**src/rtl/bcc_pkg.sv**
```systemverilog
`timescale 1ns/1ps
// Shared types for the bus command controller.
// Assumes a 3-bit status code; the code values below set the decode.
package bcc_pkg;
    typedef enum logic [2:0] {
        CYC_INTA    = 3'b000,
        CYC_IORD    = 3'b001,
        CYC_IOWR    = 3'b010,
        CYC_HALT    = 3'b011,
        CYC_FETCH   = 3'b100,
        CYC_MEMRD   = 3'b101,
        CYC_MEMWR   = 3'b110,
        CYC_PASSIVE = 3'b111
    } cyc_code_e;

    typedef enum logic [1:0] {
        PH_IDLE = 2'd0,
        PH_ADDR = 2'd1,
        PH_CMD  = 2'd2
    } phase_e;
endpackage

```
**src/rtl/bcc_phase_tracker.sv**
```systemverilog
`timescale 1ns/1ps
// Tracks the phase of the current bus cycle from the status lines.
// Starts a cycle on a non-passive code while idle and latches its type.
// Ends it when passive is sampled. Codes seen mid-cycle are ignored.
// Assumes status is stable around the rising clock edge.
module bcc_phase_tracker #(
    parameter int WR_LAG = 1
) (
    input  logic                clk,
    input  logic                rst_n,
    input  logic [2:0]          cyc_status,
    output logic                phase_addr,
    output logic                phase_cmd,
    output logic                phase_late,
    output bcc_pkg::cyc_code_e  cyc_type
);
    import bcc_pkg::*;

    phase_e    state_q;
    cyc_code_e type_q;
    logic      passive_now;

    assign passive_now = (cyc_status == CYC_PASSIVE);

    // Phase state machine and cycle type latch
    always_ff @(posedge clk) begin
        if (!rst_n) begin
            state_q <= PH_IDLE;
            type_q  <= CYC_PASSIVE;
        end else begin
            case (state_q)
                PH_IDLE: if (!passive_now) begin
                    state_q <= PH_ADDR;
                    type_q  <= cyc_code_e'(cyc_status);
                end
                PH_ADDR: state_q <= passive_now ? PH_IDLE : PH_CMD;
                PH_CMD:  if (passive_now) state_q <= PH_IDLE;
                default: state_q <= PH_IDLE;
            endcase
        end
    end

    assign phase_addr = (state_q == PH_ADDR);
    assign phase_cmd  = (state_q == PH_CMD);
    assign cyc_type   = type_q;

    generate
        if (WR_LAG == 0) begin : g_no_lag
            assign phase_late = phase_cmd;
        end else begin : g_lag
            localparam int        CW      = $clog2(WR_LAG + 1);
            localparam logic [CW-1:0] LAG_MAX = CW'(WR_LAG);
            logic [CW-1:0] lag_q;

            // Counts command-phase clocks up to the write lag
            always_ff @(posedge clk) begin
                if (!rst_n)                lag_q <= '0;
                else if (!phase_cmd)       lag_q <= '0;
                else if (lag_q != LAG_MAX) lag_q <= lag_q + 1'b1;
            end

            assign phase_late = phase_cmd && (lag_q == LAG_MAX);


            late_after_cmd_chk: assert property (@(posedge clk) disable iff (!rst_n)
                $rose(phase_late) |-> $past(phase_cmd));
        end
    endgenerate


    ale_single_chk: assert property (@(posedge clk) disable iff (!rst_n)
        phase_addr |=> !phase_addr);


    cmd_after_addr_chk: assert property (@(posedge clk) disable iff (!rst_n)
        $rose(phase_cmd) |-> $past(phase_addr));


    type_stable_chk: assert property (@(posedge clk) disable iff (!rst_n)
        phase_cmd |-> $stable(cyc_type));
endmodule

```
**src/rtl/bcc_cmd_decode.sv**
```systemverilog
`timescale 1ns/1ps
// Turns the phase and the latched cycle type into the seven command strobes.
// Applies command enable, address enable and I/O-only gating.
// Assumes the phase inputs come from bcc_phase_tracker.
module bcc_cmd_decode (
    input  logic               clk,
    input  logic               rst_n,
    input  logic               phase_cmd,
    input  logic               phase_late,
    input  bcc_pkg::cyc_code_e cyc_type,
    input  logic               addr_enable,
    input  logic               cmd_enable,
    input  logic               io_only,
    output logic               mem_rd,
    output logic               mem_wr,
    output logic               adv_mem_wr,
    output logic               io_rd,
    output logic               io_wr,
    output logic               adv_io_wr,
    output logic               int_ack
);
    import bcc_pkg::*;

    logic mem_ok, io_ok;

    // Gate terms for the memory and I/O command groups
    always_comb begin
        mem_ok = cmd_enable && addr_enable && !io_only;
        io_ok  = cmd_enable && (addr_enable || io_only);
    end

    // Type decode, qualified by phase and gating
    always_comb begin
        mem_rd     = phase_cmd  && mem_ok && (cyc_type == CYC_FETCH || cyc_type == CYC_MEMRD);
        adv_mem_wr = phase_cmd  && mem_ok && (cyc_type == CYC_MEMWR);
        mem_wr     = phase_late && mem_ok && (cyc_type == CYC_MEMWR);
        io_rd      = phase_cmd  && io_ok  && (cyc_type == CYC_IORD);
        adv_io_wr  = phase_cmd  && io_ok  && (cyc_type == CYC_IOWR);
        io_wr      = phase_late && io_ok  && (cyc_type == CYC_IOWR);
        int_ack    = phase_cmd  && io_ok  && (cyc_type == CYC_INTA);
    end


    halt_quiet_chk: assert property (@(posedge clk) disable iff (!rst_n)
        (cyc_type == CYC_HALT) |-> !(mem_rd || mem_wr || adv_mem_wr || io_rd
                                      || io_wr || adv_io_wr || int_ack));


    adv_before_wr_chk: assert property (@(posedge clk) disable iff (!rst_n)
        (mem_wr |-> adv_mem_wr) and (io_wr |-> adv_io_wr));


    io_only_mem_chk: assert property (@(posedge clk) disable iff (!rst_n)
        io_only |-> !(mem_rd || mem_wr || adv_mem_wr));


    cmd_off_chk: assert property (@(posedge clk) disable iff (!rst_n)
        !cmd_enable |-> !(mem_rd || mem_wr || adv_mem_wr || io_rd
                          || io_wr || adv_io_wr || int_ack));
endmodule

```
**src/rtl/bcc_buffer_ctrl.sv**
```systemverilog
`timescale 1ns/1ps
// Drives the address latch pulse and the transceiver enable and direction.
// Assumes phase and type come from bcc_phase_tracker. Not gated by enables.
module bcc_buffer_ctrl (
    input  logic               clk,
    input  logic               rst_n,
    input  logic               phase_addr,
    input  logic               phase_cmd,
    input  bcc_pkg::cyc_code_e cyc_type,
    output logic               ale,
    output logic               data_en,
    output logic               data_dir
);
    import bcc_pkg::*;

    logic is_write;

    // Buffer control outputs from phase and type
    always_comb begin
        is_write = (cyc_type == CYC_MEMWR) || (cyc_type == CYC_IOWR);
        ale      = phase_addr;
        data_en  = phase_cmd && (cyc_type != CYC_HALT);
        data_dir = (phase_addr || phase_cmd) && is_write;
    end


    dir_read_chk: assert property (@(posedge clk) disable iff (!rst_n)
        (data_en && !is_write) |-> !data_dir);


    en_not_with_ale_chk: assert property (@(posedge clk) disable iff (!rst_n)
        ale |-> !data_en);
endmodule

```
**src/rtl/bus_cmd_ctrl.sv**
```systemverilog
`timescale 1ns/1ps
// Bus command controller top: status-code expansion into timed strobes.
// Assumes cyc_status, enables and mode are synchronous to clk.
module bus_cmd_ctrl #(
    parameter int WR_LAG = 1
) (
    input  logic       clk,
    input  logic       rst_n,
    input  logic [2:0] cyc_status,
    input  logic       addr_enable,
    input  logic       cmd_enable,
    input  logic       io_only,
    output logic       ale,
    output logic       data_en,
    output logic       data_dir,
    output logic       mem_rd,
    output logic       mem_wr,
    output logic       adv_mem_wr,
    output logic       io_rd,
    output logic       io_wr,
    output logic       adv_io_wr,
    output logic       int_ack
);
    import bcc_pkg::*;

    logic      phase_addr, phase_cmd, phase_late;
    cyc_code_e cyc_type;

    bcc_phase_tracker #(.WR_LAG(WR_LAG)) u_tracker (
        .clk        (clk),
        .rst_n      (rst_n),
        .cyc_status (cyc_status),
        .phase_addr (phase_addr),
        .phase_cmd  (phase_cmd),
        .phase_late (phase_late),
        .cyc_type   (cyc_type)
    );

    bcc_cmd_decode u_decode (
        .clk         (clk),
        .rst_n       (rst_n),
        .phase_cmd   (phase_cmd),
        .phase_late  (phase_late),
        .cyc_type    (cyc_type),
        .addr_enable (addr_enable),
        .cmd_enable  (cmd_enable),
        .io_only     (io_only),
        .mem_rd      (mem_rd),
        .mem_wr      (mem_wr),
        .adv_mem_wr  (adv_mem_wr),
        .io_rd       (io_rd),
        .io_wr       (io_wr),
        .adv_io_wr   (adv_io_wr),
        .int_ack     (int_ack)
    );

    bcc_buffer_ctrl u_buffer (
        .clk        (clk),
        .rst_n      (rst_n),
        .phase_addr (phase_addr),
        .phase_cmd  (phase_cmd),
        .cyc_type   (cyc_type),
        .ale        (ale),
        .data_en    (data_en),
        .data_dir   (data_dir)
    );


    one_cmd_chk: assert property (@(posedge clk) disable iff (!rst_n)
        $countones({mem_rd, mem_wr, io_rd, io_wr}) <= 1);


    ale_no_cmd_chk: assert property (@(posedge clk) disable iff (!rst_n)
        ale |-> !(mem_rd || io_rd || int_ack || adv_mem_wr || adv_io_wr));
endmodule

```
**config.mk**
```make
export PLATFORM = sky130hd
export DESIGN_NAME = bus_cmd_ctrl
export DESIGN_NICKNAME = d
export VERILOG_FILES = /design/src/rtl/bcc_pkg.sv /design/src/rtl/bcc_phase_tracker.sv /design/src/rtl/bcc_cmd_decode.sv /design/src/rtl/bcc_buffer_ctrl.sv /design/src/rtl/bus_cmd_ctrl.sv
export SDC_FILE = /design/constraint.sdc
export NUM_CORES = 1
export LEC_CHECK = 0
export ABC_AREA = 1
export BUFFER_PORTS_ARGS = -buffer_cell sky130_fd_sc_hd__buf_2
export CAP_MARGIN = 15
export CORE_AREA = 2 2 39 41
export CTS_BUF_LIST = sky130_fd_sc_hd__clkbuf_4 sky130_fd_sc_hd__clkbuf_8 sky130_fd_sc_hd__clkbuf_16
export CTS_CLUSTER_SIZE = 24
export DETAILED_ROUTE_END_ITERATION = 12
export DIE_AREA = 0 0 41 43
export HOLD_SLACK_MARGIN = 0.15
export PLACE_DENSITY = 0.61
export SLEW_MARGIN = 20
export SYNTH_ARGS = -nofsm -noshare
export SYNTH_HDL_FRONTEND = slang
export SYNTH_SLANG_ARGS = --single-unit
```
**constraint.sdc**
```tcl
create_clock -name clk -period 2.2 [get_ports clk]
set_input_delay 0.44 -clock clk [delete_from_list [all_inputs] [get_ports clk]]
set_output_delay 0.44 -clock clk [all_outputs]
set_load 0.005 [all_outputs]
```
## Word-level counts from Yosys, hierarchy flattened

Cells that the tools add are included.

- Register bits: 6
- Input bits: 8
- Output and inout bits: 10
- Word-level logic and storage cells: 48

- $add $sub $neg: 1
- Equal/unequal tests: 11
- Multiplexer cells: 5
- Bitwise logic cells: 1
- Reductions and logical operators: 27

Operator list:

| cell | count |
|---|---|
| 1-bit logical AND | 17 |
| 3-bit == test (second input constant) | 4 |
| 2-bit 2-to-1 mux | 3 |
| 2-bit one-hot mux with 3 select lines | 1 |
| 2-bit AND reduction | 3 |
| 1-bit logical OR | 4 |
| 2-bit != test (second input constant) | 2 |
| 3-bit by 1-bit == test with 1-bit output (second input constant) | 1 |
| 3-bit by 2-bit == test with 1-bit output (second input constant) | 1 |
| 3-bit logical NOT | 1 |
| 3-bit by 2-bit != test with 1-bit output (second input constant) | 1 |
| 2-bit by 1-bit == test with 1-bit output (second input constant) | 1 |
| 2-bit == test (second input constant) | 1 |
| 2-bit logical NOT | 1 |
| 1-bit adder (second input constant) | 1 |
| 1-bit logical NOT | 1 |
| 1-bit 2-to-1 mux | 1 |
| 1-bit inverter | 1 |

## Logic depth before layout (Yosys ltp)

Gate-level depths: netlist of run 1.

- Word-level depth: 4
- Mapped depth: 7
- Mapped depth without buffers: 7

## Hierarchy

From an unflattened synthesis of run 1, not the netlist that was laid out.

- Cell total of the unflattened synthesis: 62
- Area total of the unflattened synthesis: 364.1 µm²

By module, submodules not included:

| module | times used | cells an instance | area an instance (µm²) | sequential area each (µm²) |
|---|---|---|---|---|
| bcc_phase_tracker | 1 | 30 | 225.2 | 120.1 |
| bcc_cmd_decode | 1 | 23 | 101.3 | 0.0 |
| bcc_buffer_ctrl | 1 | 9 | 37.5 | 0.0 |

## Least setup slack after synthesis of run 1

No wires, ideal clock.

- Path kind: register -> output
- Start point: reg u_tracker.state_q[0]
- End point: out int_ack
- Arrival time: 0.986 ns
- Data required time: 1.760 ns
- Slack: 0.774 ns
- Cell stages (with the launch flop): 7
- Buffers on the path: 0
- Cell sequence: dfxtp_1 inv_1 ha_1 nand2_1 inv_1 o21ai_2 nor4_1

- Cells in the longest elaborated chain, start to end: 3

Ends and longest elaborated chain:

| element | line | source |
|---|---|---|
| start, declared | bcc_phase_tracker.sv:19 | `phase_e state_q;` |
| start signal, assigned | bcc_phase_tracker.sv:36 | `PH_ADDR: state_q <= passive_now ? PH_IDLE : PH_CMD;` |
| 2-bit == test | bcc_phase_tracker.sv:44 | `assign phase_cmd = (state_q == PH_CMD);` |
| 1-bit logical AND (2 in a row) | bcc_cmd_decode.sv:40 | `int_ack = phase_cmd && io_ok && (cyc_type == CYC_INTA);` |
| end, declared | bus_cmd_ctrl.sv:22 | `output logic int_ack` |

Every way passes these cells.

## Worst setup path in the final report of run 1

Same ends and word-level chain as after synthesis.

==> flow_summary.json, run 1 <==
{
  "status": "finished, final reports clean",
  "layout_common_cells": "buf_2 (17), inv_1 (13), nand2_1 (11)",
  "drive_gt1_frac": 0.3247,
  "first_pass_iters": 4,
  "holdBufCountCts": 0,
  "post-route-period-util": 0.8412,
  "max_freq_mhz": 540.4,
  "syn-cell-area_sq_um": 399.1,
  "seq_power_share": 0.416,
  "dieWidth_microns": 41,
  "synth_warnings": 0,
  "synth_top_area_cell": "dfxtp_1",
  "drc": 0,
  "die_h_microns": 43,
  "gp_congestion": 0.7851,
  "io_buffers": 17,
  "relSlewSlack": 0.8339,
  "hpwl_microns": 709.2,
  "syn_area_per_cell_sq_um": 7.002,
  "crit_path_max_fanout": 4,
  "num_io_pins": 18,
  "via_per_inst": 4.613,
  "p_leak_nw": 0.2999,
  "syn_to_final_growth_pct": 31.97,
  "fin_crit_ns": 1.851,
  "grt_max_degree": 8,
  "tightestPinTransition_ns": 0.2489,
  "critPathArrivalTime_ns": 1.41,
  "internal_power_mw": 0.2249,
  "p_total_mw": 0.3432,
  "drtIter0Drc": 6,
  "dieArea_sq_mm": 0.001763,
  "path_clk_slew_ns": 0.05,
  "drtAntennaViolNets": 0,
  "antenna_cells": 0,
  "power_density_mw_per_mm2": 651.5,
  "critPathKind": "flip-flop to primary output",
  "clockBufferDepth": 2,
  "wl_microns": 863,
  "utilization": 0.3807,
  "rows": 14,
  "wl_per_cell_microns": 9.280,
  "rsz0062_at_grt": "false",
  "synth_seq_area_share": 0.3009,
  "cts-htree-levels": 1,
  "synthCells": 57,
  "synth_nets": 69,
  "final_common_cell": "buf_2",
  "clock-sinks": 6,
  "antenna_found_initial": 0,
  "hold_path.class": "input pin to flip-flop",
  "required_ns": 1.76,
  "grt_overflow": 0,
  "finClkSkew_ns": 0.005220,
  "start_util": 0.2884,
  "grt_pass1_vias": 331,
  "finalSetupTns_ns": 0,
  "cts_made_buffers": 3,
  "grt_pass1_wl_mm": 1.166,
  "nFillCells": 149,
  "post-place-cells": 90,
  "cp-start-kind": "flip-flop",
  "setup.worst_path.end_class": "primary output",
  "route.vias.total": 429,
  "switching_share": 0.3447,
  "clkLatencyLatePin_ns": 0.25,
  "postCtsSetupBuffers": 0,
  "ys_ff_latch": 6,
  "holdWs_ns": 0.4360,
  "p_clk_frac": 0.300,
  "setup_viol": 0,
  "cap_violations": 0,
  "ctsResizeCount": 0,
  "maxSlewViolCount": 0,
  "synth_top_area_frac": 0.3009,
  "synth.distinct_cells": 16,
  "hold_viol": 0,
  "grt.total_usage": 0.09519,
  "cts_tree": "built",
  "combinationalPowerShare": 0.284,
  "fin_nets": 91,
  "clock-root-buffer": "clkbuf_4",
  "vdd_ir_drop_max_mv": 0.3902,
  "switching_power_mw": 0.1183,
  "synthTopCellsByArea": "dfxtp_1 (30%), ha_1 (13%), inv_1 (12%)",
  "core-area_sq_mm": 0.001384,
  "fin_cells": 93
}
## registers in the layout, indices dropped and copies added, names as in the netlist
register               flops
u_tracker.cyc_type         3
u_tracker.g_lag.lag_q      1
u_tracker.state_q          2
## worst max-delay path: stages, from the launching register on
cell and delay (ns):
dfxtp_1 0.30, inv_1 0.11, ha_1 0.20, nand2_1 0.06, inv_1 0.08, o21ai_2 0.08
nor4_1 0.18, buf_2 0.16
## path summary, 6_finish.rpt
kind,slack [ns],endpoint,startpoint,depth (start not counted)
setup reg to reg,1.04,u_tracker.state_q[0]$_SDFFE_PN0P_,u_tracker.state_q[0]$_SDFFE_PN0P_,6
setup / recovery,0.35,int_ack,u_tracker.state_q[0]$_SDFFE_PN0P_,7
hold / removal,0.44,u_tracker.cyc_type[1]$_SDFFE_PN1P_,cyc_status[1],3
hold reg to reg,0.50,u_tracker.state_q[1]$_SDFFE_PN0P_,u_tracker.state_q[1]$_SDFFE_PN0P_,2
## metal layers
layer	global-route usage	up-vias	share of wire
met4	0	0	0
li1	-	227	-
met3	0.06283	0	0.089
met1	0.1022	190	0.46
met2	0.1594	12	0.45
met5	0	-	0
## synth_stat cells
cell / n
nor2_1: 4
nand3_1: 6
ha_1: 4
nor4_1: 2
dfxtp_1: 6
nor3_1: 1
a21oi_1: 2
inv_1: 13
nand3_2: 1
nand2_1: 11
nor3_2: 1
nand2_2: 1
nor4_2: 1
a31oi_1: 1
nand4_1: 2
o21ai_2: 1
## cell families (layout without fill, tap and decap cells)
| group | count (synthesis) | after routing | synth area share |
|---|---|---|---|
| and+or+nand+nor | 30 | 30 | 0.3887 |
| buffers and inverters | 13 | 33 | 0.1223 |
| DFF | 6 | 6 | 0.3010 |
| adders and majority gates | 4 | 4 | 0.1254 |
| AOI/OAI and AO/OA | 4 | 4 | 0.06271 |
## area by class of cell
cell class,count,area [sq um],area share
clock buffers,3,22.52,0.04276
inverters,13,48.80,0.09264
multi-input cells,38,230.2,0.4371
repair buffers,17,85.08,0.1615
flip-flops and latches,6,120.1,0.2280
well taps,16,20.02,0.03800
## stage by stage
stage / setup slack, ns / cell area, sq um
floorplan: 0.7739 / 399.1
global placement: 0.6344 / 504.2
detailed placement: 0.6019 / 504.2
CTS: 0.3376 / 526.8
global route: 0.2187 / 526.8
finish: 0.3494 / 526.8
## power by group through the flow
stage	Clock [mW]	Combinational, mW	Sequential (mW)
finish	0.103	0.0975	0.143
CTS	0.107	0.0980	0.142
detailed placement	0	0.0972	0.144
floorplan	0	0.0681	0.141
global route	0.110	0.112	0.144
global placement	0	0.0967	0.145
Note: power is estimated with default switching activity, not from simulation.
==> run 2, diff against run 1 <==
- clock period: 2.2 -> 1.75 ns (I/O delays scaled with it)
==> run 2 against run 1 <==
Against the previous run:
- flip-flop and latch count unchanged
- via count grew 4.0%
- utilization grew 2.5 points
- critical endpoint is now mem_wr
- power increased by 32%
- register-to-register slack worse by 0.53 ns
- worst hold slack worse by 0.088 ns
- count of clock-buffer cells in the layout unchanged
- global-route usage is the same
- design area increased by 6.7%
- die area unchanged
- non-clock buffer count rose by 2
- first-iteration DRC count unchanged
==> flow_summary.json, run 2 (synthesis gave the netlist of run 1 again) <==
{
  "fin_nets": 93,
  "max_freq_mhz": 589.4,
  "die_h_microns": 43,
  "rsz0062_at_grt": "true",
  "hp-start": "cyc_status[1]",
  "hold_viol": 0,
  "grt.met2_usage": 0.1594,
  "grt_max_degree": 8,
  "relSlewSlack": 0.8227,
  "fin_cells": 95,
  "maxSlewViolCount": 0,
  "post-place-cells": 90,
  "grt_util_met3": 0.06283,
  "hpwl_microns": 709.2,
  "use_met1": 0.1022,
  "path_clk_slew_ns": 0.05,
  "antenna_found_initial": 0,
  "setup_viol": 0,
  "drive_gt1_frac": 0.4177,
  "grt.total_usage": 0.09519,
  "crit_end": "mem_wr",
  "critPathArrivalTime_ns": 1.35,
  "required_ns": 1.40,
  "vdd_ir_drop_max_mv": 0.4847,
  "cp-start-kind": "flip-flop",
  "grt_pass1_vias": 331,
  "largest_reg_flops": 3,
  "p_leak_nw": 0.3086,
  "clkLatencyLatePin_ns": 0.25,
  "dieWidth_microns": 41,
  "drtAntennaViolNets": 0,
  "rows": 14,
  "cp_slowest_cell": "dfxtp_2",
  "p_total_mw": 0.4529,
  "rrSetupSlack_ns": 0.51,
  "via_per_inst": 4.695,
  "route.vias.total": 446,
  "first_pass_iters": 4,
  "wl_per_cell_microns": 10.08,
  "syn_to_final_growth_pct": 40.75,
  "antenna_cells": 0,
  "num_io_pins": 18,
  "wl_microns": 958,
  "clock-root-buffer": "clkbuf_4",
  "utilization": 0.4060,
  "hold_path.class": "input pin to flip-flop",
  "max_stage_delay_ns": 0.33,
  "cts_tree": "built",
  "io_buffers": 17,
  "status": "finished, final reports clean",
  "cp_cell_sequence": "inv_4 -> ha_4 -> nand2_2 -> inv_2 -> nand4_1 -> nor3_2 -> buf_2",
  "r2r_end": "u_tracker.state_q[0]$_SDFFE_PN0P_",
  "crit_start": "u_tracker.state_q[0]$_SDFFE_PN0P_",
  "reg2regPathDepth": 7,
  "start_util": 0.2884,
  "power_density_mw_per_mm2": 806.2,
  "drc": 0,
  "fin_crit_ns": 1.697,
  "cts-htree-levels": 1,
  "grt-busiest-layer": "met2",
  "final_common_cell": "buf_2",
  "tightestPinTransition_ns": 0.2656,
  "dieArea_sq_mm": 0.001763,
  "finClkSkew_ns": 0.004809,
  "core-area_sq_mm": 0.001384,
  "cts_made_buffers": 3,
  "gp_congestion": 0.7851,
  "grt_pass1_wl_mm": 1.166,
  "clockBufferDepth": 2,
  "clock-sinks": 6,
  "rr_startpoint": "u_tracker.state_q[0]$_SDFFE_PN0P_",
  "post-route-period-util": 0.9696,
  "layout_common_cells": "buf_2 (17), inv_1 (11), nand2_1 (10)",
  "setup.worst_path.end_class": "primary output",
  "crit_path_max_fanout": 3,
  "critPathKind": "flip-flop to primary output",
  "grt_overflow": 0,
  "cap_violations": 0,
  "nFillCells": 152,
  "drtIter0Drc": 6
}
-- run 2: how the worst min path moves through the flow --
| stage | cells after the start | slack, ns | endpoint |
|---|---|---|---|
| detailed placement | 2 | 0.50 | u_tracker.state_q[1]$_SDFFE_PN0P_ |
| CTS | 2 | 0.35 | u_tracker.cyc_type[1]$_SDFFE_PN1P_ |
| floorplan | 1 | 0.43 | u_tracker.cyc_type[0]$_SDFFE_PN1P_ |
| global route | 2 | 0.36 | u_tracker.cyc_type[1]$_SDFFE_PN1P_ |
| global placement | 2 | 0.50 | u_tracker.state_q[1]$_SDFFE_PN0P_ |
| finish | 3 | 0.35 | u_tracker.cyc_type[1]$_SDFFE_PN1P_ |
-- run 2: final cells by class --
class,count,area (sq um),share of cell area
well taps,16,20.02,0.03563
inverters,13,51.30,0.09131
repair buffers,19,100.1,0.1782
flip-flops and latches,6,122.6,0.2183
multi-input cells,38,245.2,0.4365
clock buffers,3,22.52,0.04009
-- run 2: routing by layer --
| metal | wire length, microns | up-vias |
|---|---|---|
| met4 | 0 | 0 |
| met5 | 0 | - |
| li1 | - | 230 |
| met1 | 416 | 206 |
| met2 | 465 | 10 |
| met3 | 75 | 0 |
-- run 2: power by group --
group          internal (mW)  switching (mW)  leakage [nW]
logic                 0.0580          0.0801         0.244
clock network         0.0777          0.0514        0.0138
registers              0.159          0.0268        0.0503
total                  0.295           0.158         0.309
-- run 2: critical path: cells and delay by family, from the launching register on --
| family | cells | cell delay (ns) |
|---|---|---|
| and+or+nand+nor | 3 | 0.40 |
| adders and majority gates | 1 | 0.13 |
| buffers and inverters | 3 | 0.25 |
| DFF | 1 | 0.33 |
-- run 2: timing repair --
action	in CTS	in global routing
resized for setup	2	6
endpoints found under the setup margin	5	6
setup buffers	0	2
hold buffers	0	0
pin swaps	0	3
-- run 2: through the flow --
stage / TNS (ns) / worst slack [ns] / cell area (sq um) / hold slack (ns)
detailed placement: 0 / 0.2419 / 504.2 / 0.5013
global route: -0.04233 / -0.04233 / 561.8 / 0.3562
global placement: 0 / 0.2744 / 504.2 / 0.4983
finish: 0 / 0.05322 / 561.8 / 0.3482
floorplan: 0 / 0.4139 / 399.1 / 0.4341
CTS: 0 / 0.02013 / 529.3 / 0.3452
==> run 3, diff against run 2 <==
- clock period: 1.75 -> 1.7 ns (I/O delays scaled with it)
==> run 3 against run 2 <==
Against the previous run:
- register-to-register slack worse by 0.04 ns
- largest power group unchanged
- critical endpoint unchanged
- count of clock-buffer cells in the layout unchanged
- highest routed layer unchanged
- via count down 0.45%
- worst hold slack worse by 0.013 ns
==> flow_summary.json, run 3 (synthesis gave the netlist of run 1 again) <==
{
  "grt_pass1_vias": 354,
  "dieWidth_microns": 41,
  "critPathArrivalTime_ns": 1.28,
  "via_per_inst": 4.674,
  "grt_pass1_wl_mm": 1.290,
  "cp-start-kind": "flip-flop",
  "finClkSkew_ns": 0.004559,
  "clkLatencyLatePin_ns": 0.25,
  "crit_path_max_fanout": 3,
  "num_io_pins": 18,
  "grt_overflow": 0,
  "hold_viol": 0,
  "wl_per_cell_microns": 10.06,
  "drtIter0Drc": 16,
  "holdBufCountCts": 0,
  "relSlewSlack": 0.8245,
  "required_ns": 1.36,
  "rows": 14,
  "largest_reg_flops": 3,
  "syn_to_final_growth_pct": 40.13,
  "rrSetupSlack_ns": 0.47,
  "switching_share": 0.3488,
  "final_common_cell": "buf_2",
  "die_h_microns": 43,
  "rsz0062_at_grt": "true",
  "p_clk_frac": 0.286,
  "io_buffers": 17,
  "hp-start": "cyc_status[1]",
  "clock-root-buffer": "clkbuf_4",
  "cts-htree-levels": 1,
  "cap_violations": 0,
  "start_util": 0.2884,
  "worst_slack_ns": 0.07508,
  "multi_input_area_sq_um": 245.2,
  "tightestPinTransition_ns": 0.2629,
  "cts_tree": "built",
  "vdd_ir_drop_max_mv": 0.4921,
  "cp_slowest_cell": "dfxtp_2",
  "cp_common_cell": "inv_2",
  "post-route-period-util": 0.9558,
  "drive_gt1_frac": 0.4177,
  "hold_path.class": "input pin to flip-flop",
  "fin_nets": 93,
  "core-area_sq_mm": 0.001384,
  "antenna_found_initial": 0,
  "rr_startpoint": "u_tracker.state_q[0]$_SDFFE_PN0P_",
  "max_freq_mhz": 615.4,
  "clock-sinks": 6,
  "status": "finished, final reports clean",
  "utilization": 0.4042,
  "drc": 0,
  "setup.worst_path.end_class": "primary output",
  "max_stage_delay_ns": 0.32,
  "dieArea_sq_mm": 0.001763,
  "finalSetupTns_ns": 0,
  "clockBufferDepth": 2,
  "holdWs_ns": 0.3353,
  "cp_cell_sequence": "inv_2 -> ha_4 -> nand2_2 -> inv_2 -> nand4_1 -> nor3_2 -> buf_2",
  "use_met1": 0.1118,
  "grt_util_met3": 0.06283,
  "grt.met2_usage": 0.1844,
  "hpwl_microns": 709.2,
  "seq_area_sq_um": 122.6,
  "reg2regPathDepth": 7,
  "p_total_mw": 0.4648,
  "grt_max_degree": 8,
  "fin_crit_ns": 1.625,
  "path_clk_slew_ns": 0.05,
  "drtAntennaViolNets": 0,
  "grt-busiest-layer": "met2",
  "setup_viol": 0,
  "wl_microns": 956,
  "nFillCells": 148,
  "gp_congestion": 0.7851,
  "power_density_mw_per_mm2": 831.0,
  "critPathKind": "flip-flop to primary output",
  "r2r_end": "u_tracker.state_q[0]$_SDFFE_PN0P_",
  "internal_power_mw": 0.3027,
  "route.vias.total": 444,
  "antenna_cells": 0,
  "p_leak_nw": 0.3075,
  "maxSlewViolCount": 0,
  "min_path_cells": 3,
  "hold_end": "u_tracker.cyc_type[1]$_SDFFE_PN1P_",
  "combinationalPowerShare": 0.307,
  "first_pass_iters": 4,
  "switching_power_mw": 0.1621,
  "cts_made_buffers": 3,
  "crit_start": "u_tracker.state_q[0]$_SDFFE_PN0P_",
  "place_ws_ns": 0.2019,
  "seq_power_share": 0.406,
  "grt.total_usage": 0.1062,
  "layout_common_cells": "buf_2 (17), inv_1 (11), nand2_1 (10)"
}
-- run 3: cell counts in the layout (fill, tap and decap cells not counted) --
Identical to the previous run, type by type.
-- run 3: cell type report --
class	instances	share of cell area
inverters	13	0.08725
multi-input cells	38	0.4385
flip-flops and latches	6	0.2192
repair buffers	19	0.1790
well taps	16	0.03579
clock buffers	3	0.04027
-- run 3: how the worst max path moves through the flow --
stage                    to  slack (ns)  cells past startpoint
CTS                  mem_wr       0.009                      7
finish               mem_wr        0.08                      7
detailed placement   mem_wr        0.20                      7
floorplan           int_ack        0.37                      6
global placement     mem_wr        0.23                      7
global route         mem_wr       -0.02                      7
-- run 3: repair_timing --
item,CTS,global route
gates resized for setup,6,1
pin swaps,2,5
setup endpoints to repair,5,5
buffers inserted,2,0
-- run 3: metal layers --
layer / part of all wire / up-vias / wire (microns)
li1: - / 231 / -
met2: 0.49 / 13 / 467
met4: 0 / 0 / 0
met3: 0.093 / 0 / 89
met5: 0 / - / 0
met1: 0.42 / 200 / 400
-- run 3: worst max-delay path: cells and delay by family (launching register included) --
| kind | cells | cell delay (ns) |
|---|---|---|
| adder cells (fa/ha/maj) | 1 | 0.14 |
| buffers and inverters | 3 | 0.26 |
| flip-flops | 1 | 0.32 |
| AND/OR/NAND/NOR | 3 | 0.32 |
-- run 3: power groups by stage --
stage	clock network [mW]	registers, mW	logic, mW
2_1_floorplan	0	0.182	0.0881
3_3_place_gp	0	0.187	0.125
3_5_place_dp	0	0.187	0.126
4_1_cts	0.138	0.188	0.140
5_1_grt	0.143	0.190	0.162
6_report	0.133	0.189	0.143
-- run 3: through the flow --
stage | cells | area, sq um
2_1_floorplan | 57 | 399.1
3_3_place_gp | 90 | 504.2
3_5_place_dp | 90 | 504.2
4_1_cts | 95 | 556.8
5_1_grt | 95 | 559.3
6_report | 95 | 559.3
